[config.mk]
export PLATFORM = sky130hd
export DESIGN_NAME = irq_combiner
export DESIGN_NICKNAME = d
export VERILOG_FILES = /design/src/rtl/irq_combiner.sv
export SDC_FILE = /design/constraint.sdc
export NUM_CORES = 1
export LEC_CHECK = 0
export ABC_AREA = 1
export BUFFER_PORTS_ARGS = -buffer_cell sky130_fd_sc_hd__clkbuf_2
export CAP_MARGIN = 15
export CORE_MARGIN = 2
export CORE_UTILIZATION = 30
export CTS_BUF_LIST = sky130_fd_sc_hd__clkbuf_4 sky130_fd_sc_hd__clkbuf_8
export CTS_CLUSTER_SIZE = 24
export DETAILED_ROUTE_END_ITERATION = 7
export SLEW_MARGIN = 20
export SYNTH_ARGS = -nofsm -noshare
export SYNTH_HDL_FRONTEND = slang
export SYNTH_SLANG_ARGS = --single-unit
[constraint.sdc]
create_clock -name clk -period 1.15 [get_ports clk]
set_input_delay 0.115 -clock clk [delete_from_list [all_inputs] [get_ports clk]]
set_output_delay 0.115 -clock clk [all_outputs]
set_load 0.03 [all_outputs]
[src/rtl/irq_combiner.sv]
module irq_combiner #(
  parameter int NDESC = 32
) (
  input  logic             clk,
  input  logic             rst_n,
  input  logic [NDESC-1:0] done_i,
  input  logic             wr_en,
  input  logic [1:0]       wr_addr,
  input  logic [NDESC-1:0] wr_data,
  input  logic [1:0]       rd_addr,
  output logic [NDESC-1:0] rd_data,
  output logic             irq_o
);
  localparam logic [1:0] A_ALL = 2'd0;
  localparam logic [1:0] A_ANY = 2'd1;
  localparam logic [1:0] A_ST  = 2'd2;

  logic [NDESC-1:0] all_q, any_q, st_q, clr;
  logic             grp_hit, any_hit;

  assign clr     = (wr_en && wr_addr == A_ST) ? wr_data : '0;
  assign grp_hit = (all_q != '0) && ((st_q & all_q) == all_q);
  assign any_hit = |(st_q & any_q);

  always_ff @(posedge clk) begin
    if (!rst_n) begin
      all_q <= '0;
      any_q <= '0;
      st_q  <= '0;
      irq_o <= 1'b0;
    end else begin
      if (wr_en && wr_addr == A_ALL) all_q <= wr_data;
      if (wr_en && wr_addr == A_ANY) any_q <= wr_data;
      st_q  <= (st_q & ~clr) | done_i;
      irq_o <= grp_hit | any_hit;
    end
  end

  always_comb begin
    case (rd_addr)
      A_ALL:   rd_data = all_q;
      A_ANY:   rd_data = any_q;
      A_ST:    rd_data = st_q;
      default: rd_data = '0;
    endcase
  end
endmodule

==> results.json <==
{
  "netlist_area_um2": 4612,
  "peakVddDrop_v": 0.0005378,
  "clock_latency_ns": 0.39,
  "clock-root-buffer": "clkbuf_8",
  "fin_nets": 959,
  "critPathRequiredTime_ns": 1.03,
  "ant_nets": 0,
  "cts_max_level": 3,
  "critPathCaptureType": "primary output",
  "synth.most_common_cell": "nand2_1",
  "fin_skew_ns": 0.01062,
  "grt_pass1_vias": 4923,
  "timing.rr.start": "st_q[27]$_SDFF_PN0_",
  "yosysTopAreaCell": "dfxtp_1",
  "worst_slew_pin_slew_ns": 0.2984,
  "area_growth_pct": 53.07,
  "drt_iter0_markers": 310,
  "synth_edf_count": 0,
  "cts_tree": "yes",
  "postSynth.asyncResetShare": 0,
  "fin_crit_sh": 1.151,
  "ios": 104,
  "finalHoldViolations": 0,
  "dp_worst_setup_slack_ns": -0.1524,
  "yosys_warnings": 0,
  "start_kind": "register",
  "cp-startpoint": "st_q[0]$_SDFF_PN0_",
  "setup_viol": 33,
  "slew_headroom": 0.8010,
  "clk_pin_slew_ns": 0.09,
  "violations": "negative setup slack",
  "holdWs_ns": 0.03087,
  "drv_slew": 0,
  "die_h_um": 128.0,
  "power_density_nw_per_um2": 1179,
  "die_x_um": 128.0,
  "remaining_drc_errors": 0,
  "finalCriticalPeriod_ns": 1.324,
  "vias": 5099,
  "io_buffers": 103,
  "grt_antenna_before_repair": 0,
  "core_area_um2": 15090,
  "status": "complete, but fails checks",
  "gp_congestion": 0.7733,
  "cap_violations": 0,
  "rows": 45,
  "cts_buffers": 9,
  "netlist-cell-type-count": 17,
  "rrSetupSlack_ns": -0.07,
  "cts_sinks": 97,
  "layout-drive-gt1-share": 0.3819,
  "netlist_top_cells_area": "dfxtp_1 42%, a21oi_1 11%, o21ai_0 11%",
  "setup.worst_path.end": "rd_data[0]",
  "routedWlPerCell_um": 13.98,
  "ys_ff_latch": 97,
  "wirelength_um": 15120,
  "viasPerCell": 4.717,
  "dp_hpwl_um": 9694,
  "grtUsageTotal": 0.1869,
  "grt_pass1_wl_um": 24140,
  "netlist_instances": 675,
  "drtPass1Iterations": 4,
  "fillers": 1511,
  "rsz0062_at_grt": "true",
  "grt_max_degree": 45,
  "synth_top_area_frac": 0.4211,
  "clockBufferDepth": 2,
  "worst_slack_ns": -0.1739,
  "die_area_um2": 16380,
  "p_leak_nw": 3.268,
  "fmax_ghz": 0.7553,
  "syn_area_per_cell_um2": 6.832,
  "arrival_ns": 1.21,
  "diodes": 0,
  "reg2reg_depth": 7,
  "synth_fp_nets": 746,
  "synth_common_cells": "120 x nand2_1, 111 x inv_1, 97 x a21oi_1, 97 x dfxtp_1, 97 x o21ai_0",
  "power_mw": 8.324,
  "grt_overflow_total": 0,
  "synth_ff_type": "dfxtp_1",
  "initial_utilization": 0.3056,
  "ys_seq_area_frac": 0.4211,
  "path_class": "reg -> out",
  "hold_path_class": "in -> reg",
  "regToRegEndpoint": "irq_o$_SDFF_PN0_",
  "crit_fanout": 2
}
-- layer usage --
layer	GRT usage	part of all wire	vias to the layer above
met4	0.08856	0.022	0
met1	0.2454	0.47	2299
met3	0.02295	0.041	21
li1	-	-	2643
met5	0	0	-
met2	0.3061	0.46	136
-- flip-flops by register name (all words and copies together) (netlist names) --
name   flops
irq_o      1
any_q     32
st_q      32
all_q     32
-- power by group --
| part | total [mW] | leakage [nW] | internal (mW) | switching, mW |
|---|---|---|---|---|
| clock | 2.79 | 0.123 | 1.53 | 1.26 |
| sequential | 3.76 | 0.827 | 3.60 | 0.166 |
| combinational | 1.77 | 2.32 | 0.842 | 0.932 |
| total | 8.32 | 3.27 | 5.96 | 2.36 |
-- layout by cell type (no fill, tap or decap), drive strengths merged --
cell type,n
a21oi,97
buf,103
bufinv,3
clkbuf,86
clkinv,1
clkinvlp,1
dfxtp,97
dlygate4sd3,63
inv,112
nand2,120
nand3,36
nand4,11
nor2,32
o211ai,32
o21ai,98
or2,1
-- area by class of cell --
| type | count | area, um2 | share of cell area |
|---|---|---|---|
| inverter | 112 | 420.4 | 0.05955 |
| clock buffer | 11 | 145.1 | 0.02056 |
| tap | 188 | 235.2 | 0.03332 |
| timing repair buffer | 241 | 1951 | 0.2763 |
| multi-input combinational | 427 | 2163 | 0.3065 |
| clock inverter | 5 | 102.6 | 0.01453 |
| sequential | 97 | 2042 | 0.2893 |
-- worst max-delay path, cell delays in order (launching register included) --
cell and delay (ns):
dfxtp_2 0.35, inv_2 0.04, o211ai_1 0.23, buf_4 0.21
-- how the worst min path moves through the flow --
stage | from | endpoint | slack (ns) | depth (start not counted)
3_3_place_gp | done_i[30] | st_q[30]$_SDFF_PN0_ | 0.34 | 3
6_report | wr_data[0] | all_q[0]$_SDFFE_PN0P_ | 0.03 | 3
5_1_grt | wr_data[0] | all_q[0]$_SDFFE_PN0P_ | 0.04 | 3
3_5_place_dp | done_i[14] | st_q[14]$_SDFF_PN0_ | 0.34 | 3
4_1_cts | wr_data[0] | all_q[0]$_SDFFE_PN0P_ | 0.01 | 3
2_1_floorplan | done_i[0] | st_q[0]$_SDFF_PN0_ | 0.25 | 2
-- kinds of logic (layout without fill, tap and decap cells) --
family / count (synthesis) / in the layout / synth area share
AO/OA/AOI/OAI: 227 / 227 / 0.2680
buffers and inverters: 151 / 369 / 0.1318
flip-flops: 97 / 97 / 0.4211
AND/OR/NAND/NOR: 200 / 200 / 0.1791
-- metrics by stage --
step / utilization / TNS (ns) / std cells / instance area (um2)
after floorplan: - / -4.305 / 675 / 4622
after global placement: 0.3609 / -2.939 / 946 / 5445
after detailed placement: 0.3609 / -3.199 / 946 / 5445
after CTS: 0.4572 / -5.121 / 1076 / 6899
after global routing: 0.4678 / -5.608 / 1081 / 7059
final: 0.4678 / -3.808 / 1081 / 7059
-- repair_timing --
item / in CTS / in global routing
hold buffers: 63 / 0
gates resized for setup: 134 / 75
setup endpoints to repair: 33 / 33
buffers inserted: 51 / 6
pin swaps: 33 / 29
endpoints found under the hold margin: 81 / 0
Note: power is estimated with default switching activity, not from simulation.
